--- src/rtl/wpg_pkg.sv ---
package wpg_pkg;

  // sequence position
  typedef enum logic [2:0] {
    ST_IDLE,
    ST_K1,
    ST_K2,
    ST_D3,
    ST_D4,
    ST_D5,
    ST_DATA
  } step_t;

  // classified byte
  typedef enum logic [2:0] {
    TK_OTHER,
    TK_KEY1,
    TK_KEY2,
    TK_GRANT,
    TK_EXT,
    TK_DROP
  } tok_t;

  localparam logic [7:0] KEY1_DATA  = 8'hAA;
  localparam logic [7:0] KEY2_DATA  = 8'h55;
  localparam logic [7:0] GRANT_DATA = 8'hA0;
  localparam logic [7:0] EXT_DATA   = 8'h80;
  localparam logic [7:0] DROP_DATA  = 8'h20;

  // ones on even bit positions below w
  function automatic logic [63:0] alt_ones(input int w);
    logic [63:0] v;
    v = '0;
    for (int i = 0; i < w; i += 2) v[i] = 1'b1;
    return v;
  endfunction

endpackage

--- src/rtl/wpg_classify.sv ---
module wpg_classify
  import wpg_pkg::*;
#(
  parameter int ADDR_W = 15
) (
  input  logic [ADDR_W-1:0] addr,
  input  logic [7:0]        data,
  output tok_t              tok
);
  localparam logic [63:0]       ALT    = alt_ones(ADDR_W);
  localparam logic [ADDR_W-1:0] ADDR_A = ALT[ADDR_W-1:0];
  localparam logic [ADDR_W-1:0] ADDR_B = ~ADDR_A;

  logic at_a, at_b;

  always_comb begin
    at_a = (addr == ADDR_A);
    at_b = (addr == ADDR_B);
    tok  = TK_OTHER;
    if (at_a && data == KEY1_DATA)       tok = TK_KEY1;
    else if (at_b && data == KEY2_DATA)  tok = TK_KEY2;
    else if (at_a && data == GRANT_DATA) tok = TK_GRANT;
    else if (at_a && data == EXT_DATA)   tok = TK_EXT;
    else if (at_a && data == DROP_DATA)  tok = TK_DROP;
  end
endmodule

--- src/rtl/wpg_window.sv ---
module wpg_window #(
  parameter int WINDOW_CYCLES = 7500
) (
  input  logic clk,
  input  logic rst_n,
  input  logic stb,
  output logic expire
);
  localparam int CNT_W = $clog2(WINDOW_CYCLES + 1);
  localparam logic [CNT_W-1:0] LAST = CNT_W'(WINDOW_CYCLES - 1);

  logic             active_q, active_d;
  logic [CNT_W-1:0] cnt_q, cnt_d;
  logic             cnt_en;

  always_comb begin
    expire   = active_q && !stb && (cnt_q == LAST);
    cnt_en   = stb || active_q;
    active_d = active_q;
    cnt_d    = cnt_q;
    if (stb) begin
      active_d = 1'b1;
      cnt_d    = '0;
    end else if (expire) begin
      active_d = 1'b0;
      cnt_d    = '0;
    end else begin
      cnt_d = cnt_q + 1'b1;
    end
  end

  always_ff @(posedge clk or negedge rst_n) begin
    if (!rst_n) begin
      active_q <= 1'b0;
      cnt_q    <= '0;
    end else if (cnt_en) begin
      active_q <= active_d;
      cnt_q    <= cnt_d;
    end
  end
endmodule

--- src/rtl/wpg_fsm.sv ---
module wpg_fsm
  import wpg_pkg::*;
(
  input  logic clk,
  input  logic rst_n,
  input  logic stb,
  input  tok_t tok,
  input  logic expire,
  input  logic wp_done,
  output logic cmd,
  output logic auth,
  output logic protect
);
  step_t step_q, step_d;
  logic  set_q, set_d, clr_q, clr_d;
  logic  prot_q, prot_d;
  logic  set_req, clr_req;

  // next step
  always_comb begin
    step_d  = step_q;
    cmd     = 1'b0;
    set_req = 1'b0;
    clr_req = 1'b0;
    if (stb) begin
      // mismatch fallback: restart or idle
      if (tok == TK_KEY1) begin
        step_d = ST_K1;
        cmd    = 1'b1;
      end else begin
        step_d = ST_IDLE;
      end
      unique case (step_q)
        ST_K1: if (tok == TK_KEY2) begin
          step_d = ST_K2;
          cmd    = 1'b1;
        end
        ST_K2: if (tok == TK_GRANT) begin
          step_d  = ST_DATA;
          cmd     = 1'b1;
          set_req = 1'b1;
        end else if (tok == TK_EXT) begin
          step_d = ST_D3;
          cmd    = 1'b1;
        end
        ST_D3: if (tok == TK_KEY1) begin
          step_d = ST_D4;
          cmd    = 1'b1;
        end
        ST_D4: if (tok == TK_KEY2) begin
          step_d = ST_D5;
          cmd    = 1'b1;
        end
        ST_D5: if (tok == TK_DROP) begin
          step_d  = ST_DATA;
          cmd     = 1'b1;
          clr_req = 1'b1;
        end
        ST_DATA: begin
          step_d = ST_DATA;
          cmd    = 1'b0;
        end
        default: ;
      endcase
    end else if (expire) begin
      step_d = ST_IDLE;
    end
  end

  // pending change and protect flag
  always_comb begin
    prot_d = prot_q;
    if (wp_done) begin
      if (set_q)      prot_d = 1'b1;
      else if (clr_q) prot_d = 1'b0;
    end
    set_d = wp_done ? 1'b0 : set_q;
    clr_d = wp_done ? 1'b0 : clr_q;
    if (set_req) begin
      set_d = 1'b1;
      clr_d = 1'b0;
    end else if (clr_req) begin
      set_d = 1'b0;
      clr_d = 1'b1;
    end
  end

  always_ff @(posedge clk or negedge rst_n) begin
    if (!rst_n) begin
      step_q <= ST_IDLE;
      set_q  <= 1'b0;
      clr_q  <= 1'b0;
      prot_q <= 1'b0;
    end else begin
      step_q <= step_d;
      set_q  <= set_d;
      clr_q  <= clr_d;
      prot_q <= prot_d;
    end
  end

  assign auth    = (step_q == ST_DATA);
  assign protect = prot_q;
endmodule

--- src/rtl/wp_seq_guard.sv ---
module wp_seq_guard
  import wpg_pkg::*;
#(
  parameter int ADDR_W        = 15,
  parameter int WINDOW_CYCLES = 7500
) (
  input  logic              clk,
  input  logic              rst_n,
  input  logic              wr_stb,
  input  logic [ADDR_W-1:0] wr_addr,
  input  logic [7:0]        wr_data,
  input  logic              wp_done,
  output logic              cmd_byte,
  output logic              byte_store,
  output logic              load_permit,
  output logic              protect_on
);
  logic [1:0] rs_q;
  logic       rst_n_s;
  tok_t       tok;
  logic       expire, cmd, auth, prot;

  // reset release synchroniser
  always_ff @(posedge clk or negedge rst_n) begin
    if (!rst_n) rs_q <= 2'b00;
    else        rs_q <= {rs_q[0], 1'b1};
  end
  assign rst_n_s = rs_q[1];

  wpg_classify #(.ADDR_W(ADDR_W)) u_cls (
    .addr (wr_addr),
    .data (wr_data),
    .tok  (tok)
  );

  wpg_window #(.WINDOW_CYCLES(WINDOW_CYCLES)) u_win (
    .clk    (clk),
    .rst_n  (rst_n_s),
    .stb    (wr_stb),
    .expire (expire)
  );

  wpg_fsm u_fsm (
    .clk     (clk),
    .rst_n   (rst_n_s),
    .stb     (wr_stb),
    .tok     (tok),
    .expire  (expire),
    .wp_done (wp_done),
    .cmd     (cmd),
    .auth    (auth),
    .protect (prot)
  );

  assign cmd_byte    = cmd;
  assign load_permit = !prot || auth;
  assign byte_store  = wr_stb && !cmd && load_permit;
  assign protect_on  = prot;
endmodule

--- config.mk ---
export PLATFORM = sky130hd
export DESIGN_NAME = wp_seq_guard
export DESIGN_NICKNAME = d
export VERILOG_FILES = /design/src/rtl/wpg_pkg.sv /design/src/rtl/wpg_classify.sv /design/src/rtl/wpg_window.sv /design/src/rtl/wpg_fsm.sv /design/src/rtl/wp_seq_guard.sv
export SDC_FILE = /design/constraint.sdc
export NUM_CORES = 1
export LEC_CHECK = 0
export ABC_AREA = 1
export BUFFER_PORTS_ARGS = -buffer_cell sky130_fd_sc_hd__buf_2
export CAP_MARGIN = 0
export CORE_UTILIZATION = 30
export DETAILED_ROUTE_END_ITERATION = 10
export GPL_TIMING_DRIVEN = 1
export PLACE_DENSITY = 0.57
export SYNTH_ARGS = -nofsm -noshare
export SYNTH_HDL_FRONTEND = slang
export SYNTH_SLANG_ARGS = --single-unit
export TNS_END_PERCENT = 100
--- constraint.sdc ---
create_clock -name clk -period 1.5 [get_ports clk]
set_clock_uncertainty 0.15 [all_clocks]
set_input_delay 0.075 -clock clk [delete_from_list [all_inputs] [get_ports clk]]
set_output_delay 0.075 -clock clk [all_outputs]
set_load 0.005 [all_outputs]
== Word level (Yosys, flattened, before mapping) ==
Cells that the tools add are included.
Storage, ports and cells
  flip-flop bits (word level): 22
  bits of input ports: 27
  output and inout port bits: 4
  word-level logic and storage cells: 87
Operators by class
  add/sub/neg operators: 1
  equality and inequality tests: 19
  multiplexer cells: 40
  reduce and logical (&&, ||, !) cells: 20
Operators with widths (count)
  3-bit 2-to-1 mux: 11
  13-bit 2-to-1 mux: 2
  8-bit == test (second input constant): 3
  1-bit 2-to-1 mux: 23
  3-bit case mux with 6 select lines: 1
  15-bit by 14-bit == test with 1-bit output (second input constant): 1
  15-bit == test (second input constant): 1
  3-bit == test (second input constant): 5
  13-bit by 1-bit adder with 13-bit output (second input constant): 1
  13-bit == test (second input constant): 1
  3-bit by 2-bit == test with 1-bit output (second input constant): 4
  1-bit logical AND: 9
  8-bit by 6-bit == test with 1-bit output (second input constant): 1
  8-bit by 7-bit == test with 1-bit output (second input constant): 1
  3-bit by 1-bit == test with 1-bit output (second input constant): 2
  1-bit case mux with 5 select lines: 1
  2-bit 2-to-1 mux: 2
  2-bit AND reduction: 2
  2-bit nonzero test: 2
  1-bit zero test: 3
  3-bit nonzero test: 1
  1-bit logical OR: 2
  2-bit OR reduction: 1

== Longest topological paths before layout ==
Gate-level depths: netlist of run 1.
  depth in word-level cells: 16
  mapped depth: 12
  depth with buffers taken out: 12

== Cells and area by module ==
From an unflattened synthesis of run 1, not the netlist that was laid out.
Unflattened totals
  cell total of the unflattened synthesis: 296
  area total of the unflattened synthesis: 1813.0 um2
By module, submodules not included
  wpg_window: instances 1, cells an instance 121, area each 874.6 um2, seq. area each 350.3 um2
  wpg_fsm: instances 1, cells an instance 89, area each 533.0 um2, seq. area each 150.1 um2
  wpg_classify: instances 1, cells an instance 77, area each 326.6 um2, seq. area each 0.0 um2
  wp_seq_guard: instances 1, cells an instance 9, area each 78.8 um2, seq. area each 50.0 um2

== Least setup slack after synthesis of run 1 ==
Ideal clock, no wire load.
  path kind: register to register
  start point: reg u_win.cnt_q[0]
  end point: reg u_win.cnt_q[0]
  library setup time: 0.123 ns
  data arrival time: 1.267 ns
  required time: 1.227 ns
  path slack: -0.040 ns
  stages on the path, launching flop included: 9
  buffers on the path: 0
  cell sequence: dfrtp_1 > ha_1 > inv_1 > nor4_1 > nand2_1 > nor2_2 > nor2_4 > nand2_1 > o21ai_1
Between the ends
  longest elaborated chain between the ends: 4
  elaborated cells on any way between the ends: 5
  classes of those cells: 1 x add/sub; 1 x eq/ne; 2 x mux; 1 x reduce/logical
Ends and longest elaborated chain
  start: declaration: line wpg_window.sv:13  | logic [CNT_W-1:0] cnt_q, cnt_d;
  start signal: assignment: line wpg_window.sv:38  | cnt_q <= cnt_d;
  branches (longest 2 deep; another with 13-bit by 1-bit adder with 13-bit output)
  13-bit 2-to-1 mux (*): line wpg_window.sv:24  | end else if (expire) begin
  13-bit 2-to-1 mux (*): line wpg_window.sv:21  | if (stb) begin
Mark *: on every way between the ends.
A chain may end at the register's enable or synchronous reset.

== Worst setup path in the final report of run 1 ==
  start point: reg u_fsm.step_q[0]
  end point: out cmd_byte
Between the ends
  longest elaborated chain between the ends: 4
  elaborated cells on any way between the ends: 9
  classes of those cells: 6 x eq/ne; 2 x mux; 1 x reduce/logical
Ends and longest elaborated chain
  start: declaration: line wpg_fsm.sv:14  | step_t step_q, step_d;
  start signal: assignment: line wpg_fsm.sv:95  | step_q <= step_d;
  3-bit by 1-bit == test with 1-bit output / 3-bit == test (equally long branches): line wpg_fsm.sv:33  | unique case (step_q)
  2-bit OR reduction (no line)
  1-bit case mux with 5 select lines (*): line wpg_fsm.sv:33
  1-bit 2-to-1 mux (*): line wpg_fsm.sv:25  | if (stb) begin
  end: declaration: line wp_seq_guard.sv:13  | output logic cmd_byte,
Every way passes the cells marked *; elsewhere a longest branch is shown, timed or not.

==> results of run 1 <==
[cell usage after synthesis, types with 2 or more instances]
cell type  number
nand2_1        58
inv_1          42
nor2_1         37
dfrtp_1        22
nand3_1        19
a21oi_1         9
nand4_1         7
nor2_4          7
nor4_1          6
o21ai_0         6
nor3_1          5
nand3_2         4
o21ai_1         3
inv_2           2
nor2_2          2
nor3_2          2
[cells in the final DEF, fill, tap and decap left out, types with 2 or more instances in the layout]
master / synthesis / routed
dlygate4sd3_1: 0 / 4
nor4_2: 1 / 3
nor4_1: 6 / 3
nor3_2: 2 / 3
o21ai_1: 3 / 3
clkbuf_8: 0 / 3
o21ai_2: 1 / 4
nand2_1: 58 / 53
nor2_1: 37 / 31
nand3_2: 4 / 6
nand4_1: 7 / 7
buf_4: 0 / 47
nand2_2: 1 / 4
dfrtp_1: 22 / 22
nand3_1: 19 / 17
nor2_4: 7 / 10
o21ai_0: 6 / 3
inv_1: 42 / 34
inv_2: 2 / 9
nor2_2: 2 / 5
buf_2: 0 / 30
nand2_4: 0 / 2
a21oi_2: 1 / 2
buf_6: 1 / 5
nor3_1: 5 / 3
a21oi_1: 9 / 8
[worst max-delay path, stage by stage (launching register included)]
cell and delay, ns:
dfrtp_1 0.43, buf_6 0.14, inv_4 0.05, nand2_4 0.06, nor2_4 0.09, inv_2 0.04, nor2_1 0.09, nor2_1 0.06
nand3_2 0.07, nand2_1 0.05, inv_1 0.04, buf_2 0.10
[flip-flops by register name, indices dropped and copies added, names as in the netlist]
name / flops
rs_q: 2
u_fsm.clr_q: 1
u_fsm.protect: 1
u_fsm.set_q: 1
u_fsm.step_q: 3
u_win.active_q: 1
u_win.cnt_q: 13
[power by group through the flow]
stage,registers (mW),logic (mW),clock network [mW]
floorplan,0.632,0.0802,0
global placement,0.625,0.199,0
detailed placement,0.626,0.201,0
CTS,0.613,0.223,0.572
global route,0.615,0.254,0.588
finish,0.613,0.226,0.556
[per-stage QoR]
step	hold WS (ns)	cells	instance area [um^2]
after floorplan	-0.371	248	1690
after CTS	0.0805	407	2490
after detailed placement	-0.289	396	2280
final	0.0735	407	2560
after global routing	0.108	407	2560
after global placement	-0.289	396	2280
[metal layers]
layer  share of wire [%]  routed length (um)  vias up
met3                 3.6                 159        4
met5                   0                   0        -
met1                  50                2230      842
met4                0.81                  36        0
met2                  46                2040       33
li1                    -                   -      974
[layout make-up]
class	instances	area, um^2
clock buffer	3	41.3
clock inverter	1	30.0
tap	70	87.6
sequential	22	551
timing repair buffer	86	599
fill	528	2710
inverter	44	168
multi-input combinational	181	1090
[final timing paths]
check,cells after the start,startpoint,to
worst max-delay path,11,u_fsm.step_q[0],cmd_byte
max in group asynchronous,3,rst_n,rs_q[0]
min in group clk,5,wr_stb,u_win.cnt_q[0]
worst max register to register,7,u_win.cnt_q[7],u_win.cnt_q[12]
worst min-delay path,1,rs_q[1],u_win.cnt_q[9]
worst min register to register,1,rs_q[1],u_win.cnt_q[9]
[logic make-up after synthesis]
family | after synthesis
AOI/OAI and AO/OA | 24
other | 1
adders and majority gates | 1
DFF | 22
and+or+nand+nor | 153
xor gates and xnor gates | 2
buffers and inverters | 45
[timing repair]
action,CTS,global route
cloned,0,0
buffers inserted,3,2
setup endpoints to repair,22,22
hold buffers,4,0
resized for setup,26,21
pin swaps,12,8
hold endpoints to repair,7,0
==> impl_metrics.toml, run 1 <==
[yosys]
async_flop_share_pct = 100
synth_compound_area_share_pct = 8.69
ys_types = 33
synth_top_family_by_area = "simple AND/OR/NAND/NOR gates"
synth_nets = 276
seq_area_frac_synth_pct = 32.7
synthTopCellsByArea = "dfrtp_1 33%, nand2_1 13%, inv_1 9.4%"
synth_fa_ha_area_share_pct = 0.743
synth.top_cell.area_share_pct = 32.7
syn-mean-instance-area_um2 = 6.79
synthSimpleGateAreaFrac_pct = 46.1
syn-cell-area_um2 = 1680
yosysWarnings = 0
synthCells = 248
synth-xor-area-share_pct = 1.04
ys_ff_latch = 22
synth_ff_type = "dfrtp_1"
yosysTopAreaCell = "dfrtp_1"
yosys-mux-area-fraction_pct = 0
synth_edf_count = 0

[finish]
final_net_count = 366
drive_gt1_share_pct = 42.1
antenna_cells = 0
syn_to_final_growth_pct = 52.2
finalCoreUtilization_pct = 48.6

[routing]
ant_nets = 0
vias_per_cell = 4.55
wirelength_um = 4460
drt_iter0_markers = 60
firstDrtPassIters = 4
wl_per_cell_um = 11.0
drc = 0
vias = 1853

[pwr]
leakagePower_nw = 1.27
pwr-share-comb_pct = 16.2
clkPwrFrac_pct = 39.9
power.switching_uw = 326
total_power_mw = 1.40
p_seq_share_pct = 43.9
irDropWorstVdd_uv = 642
p_sw_share_pct = 23.4
powerDensity_nw_per_um2 = 544
p_int_mw = 1.07

[timing]
rsz0062_at_grt = "yes"
fin_crit_sh_pct = 113
worst_slack_ns = -0.202
hold_violations = 0
tns_ns = -2.24
slew_violations = 0
fmax_mhz = 588
period_needed_ns = 1.70
final-setup-viol-count = 20

[global_route]
met2_usage_pct = 27.5
grtUsageMet1_pct = 21.0
antenna_found_initial = 0
grt_pass1_wl_um = 7730
grt_util_all_layers_pct = 15.8
met3_usage_pct = 2.26
busiest_layer = "met2"
first_global_vias = 1827
grt_max_degree = 18
grt_overflow = 0

[floorplanning]
coreArea_um2 = 5270
die_w_um = 76.9
die_y_um = 76.9
dieArea_um2 = 5920
ios = 31
initial_core_util_pct = 32.0
rows = 26

[run_status]
status = "finished with violations"
violations = "setup timing"

[clocking]
cts_buffers = 3
clock_path_buffers = 2
clk_latency_ns = 0.26
root_buffer = "clkbuf_8"
cts.clk_slew.worst_paths_ns = 0.08
cts_tree = "yes"
cts-htree-levels = 1
numClockSinks = 22

[worst_setup_path]
worstSetupStartpointType = "flop"
endpoint_kind = "output pin"
critical_path_class = "flop to output pin"
r2r_slack_ns = -0.13
cp_max_fo = 3
arrival_ns = 1.48
cp.required_ns = 1.27

[placement]
place_congestion = 0.840
io_buffers = 30
dp_slack_ns = -0.186
hpwl_um = 3460

[hold_path]
hold_path_class = "flop to async pin"

[run]
drv_cap = 0
(Power assumes the default switching activity.)
==> run 2: changes to the inputs <==
- PLACE_DENSITY: 0.57 -> 0.59
- clock period: 1.5 -> 1.37 ns (I/O delays scaled with it)
==> impl_metrics.toml, run 2 (synthesis results as in run 1) <==
[worst_setup_path]
cp.required_ns = 1.15
r2r_slack_ns = -0.26
critical_path_class = "flop to output pin"
cp_max_fo = 4
cp_top_family = "flip-flops"
cpMaxStageDelayCell = "dfrtp_2"
cp_num_buf_inv = 4
worstSetupStartpointType = "flop"
arrival_ns = 1.45
endpoint_kind = "output pin"
max_stage_delay_ns = 0.46
crit_chain = "inv_2, nand2_4, nor2_4, inv_2, nor2_2, nor2_2, nand3_2, nand2_1, inv_1, buf_2"
r2r-start = "u_win.cnt_q[0]"
rr_worst_depth = 8
cp.depth = 10
reg2reg_to = "u_win.cnt_q[12]"

[timing]
fin_crit_sh_pct = 122
slew_violations = 0
fmax_mhz = 599
period_needed_ns = 1.67
tns_ns = -4.16
hold_violations = 2
final-setup-viol-count = 22
worst_slack_ns = -0.300
fin_hold_ws_ns = -0.0130
rsz0062_at_grt = "yes"

[global_route]
grt_util_all_layers_pct = 16.0
antenna_found_initial = 0
grt_max_degree = 13
grt_pass1_wl_um = 7730
first_global_vias = 1775
grt_overflow = 0

[finish]
syn_to_final_growth_pct = 58.5
layout_common_cells = "52 x buf_4, 51 x nand2_1, 35 x inv_1"
final_common_cell = "buf_4"
regMostFlops = "u_win.cnt_q"
finalCoreUtilization_pct = 50.6
largest_reg_flops = 13
drive_gt1_share_pct = 44.9
reg.largest.list = "u_win.cnt_q (13), u_fsm.step_q (3), rs_q (2)"
layout.cells.non_filler = 415
final_net_count = 374
antenna_cells = 0

[run]
drv_cap = 0

[placement]
io_buffers = 30
place_congestion = 0.824
hpwl_um = 3400
dp_cells = 395
dp_slack_ns = -0.308

[clocking]
cts.clk_slew.worst_paths_ns = 0.08
numClockSinks = 22
root_buffer = "clkbuf_8"
clk_latency_ns = 0.27
cts_tree = "yes"
cts-htree-levels = 1
clock_path_buffers = 2
cts_buffers = 3

[run_status]
status = "finished with violations"
violations = "hold timing, setup timing"

[floorplanning]
dieArea_um2 = 5920
ios = 31
die_w_um = 76.9
initial_core_util_pct = 32.0
rows = 26
coreArea_um2 = 5270
die_y_um = 76.9

[hold_path]
hp-start = "wr_stb"
holdPathEnd = "u_win.cnt_q[0]"
hold_path_class = "input port to flop"
hold_path_depth = 4

[routing]
drc = 0
wl_met2_um = 2270
ant_nets = 0
firstDrtPassIters = 4
vias_per_cell = 4.59
wirelength_um = 4570
highest_layer = "met4"
vias = 1905
route.met3.wl_um = 177
met1_length_um = 2120
wl_per_cell_um = 11.0
drt_iter0_markers = 62

[pwr]
total_power_mw = 1.41
powerDensity_nw_per_um2 = 528
irDropWorstVdd_uv = 589
leakagePower_nw = 1.32
-- run 2: changes by cell type in the layout (fill, tap and decap cells not counted), sizes merged --
cell | before | now
dlygate4sd3 | 4 | 3
buf | 82 | 91
clkbuf | 3 | 4
bufinv | 1 | 0
-- run 2: cell type report --
cell class,instances,area [um^2]
Sequential cell,22,552
Fill cell,506,2600
Multi-Input combinational cell,181,1130
Clock buffer,4,55.1
Timing Repair Buffer,94,678
Inverter,44,168
Tap cell,70,87.6
-- run 2: worst reg2reg max path, stage by stage, from the launching register on --
cell     delay, ns
dfrtp_1       0.37
ha_2          0.21
buf_6         0.10
nand3_4       0.06
nor2_4        0.14
nand4_4       0.13
nor2_4        0.15
a21oi_1       0.09
nor3_2        0.13
-- run 2: per-stage QoR --
stage          hold WS, ns  cell area [um^2]
6_report           -0.0130              2670
5_1_grt            0.00845              2670
4_1_cts            -0.0191              2570
3_5_place_dp        -0.295              2280
3_3_place_gp        -0.295              2280
2_1_floorplan       -0.377              1690
-- run 2: worst max-delay path by stage --
stage / from / end / slack, ns
CTS: u_fsm.step_q[1] / cmd_byte / -0.29
detailed placement: u_win.cnt_q[0] / u_fsm.step_q[1] / -0.31
global route: u_fsm.step_q[0] / cmd_byte / -0.38
floorplan: u_win.cnt_q[0] / u_win.cnt_q[0] / -0.17
finish: u_fsm.step_q[0] / cmd_byte / -0.30
global placement: u_win.cnt_q[0] / u_win.cnt_q[2] / -0.26
-- run 2: routing by layer --
metal / vias to the layer above / GRT usage (%)
li1: 997 / -
met1: 871 / 20.7
met2: 35 / 28.4
met3: 2 / 2.98
met4: 0 / 1.73
met5: - / 0
-- run 2: timing repair --
item | in CTS | in global routing
gates resized for setup | 39 | 20
setup endpoints to repair | 21 | 22
endpoints found under the hold margin | 7 | 0
buffers inserted | 8 | 6
pin swaps | 24 | 14
hold buffers | 3 | 0
-- run 2: power by group --
group | internal, mW | switching, mW
clock | 0.257 | 0.217
sequential | 0.662 | 0.0103
combinational | 0.127 | 0.136
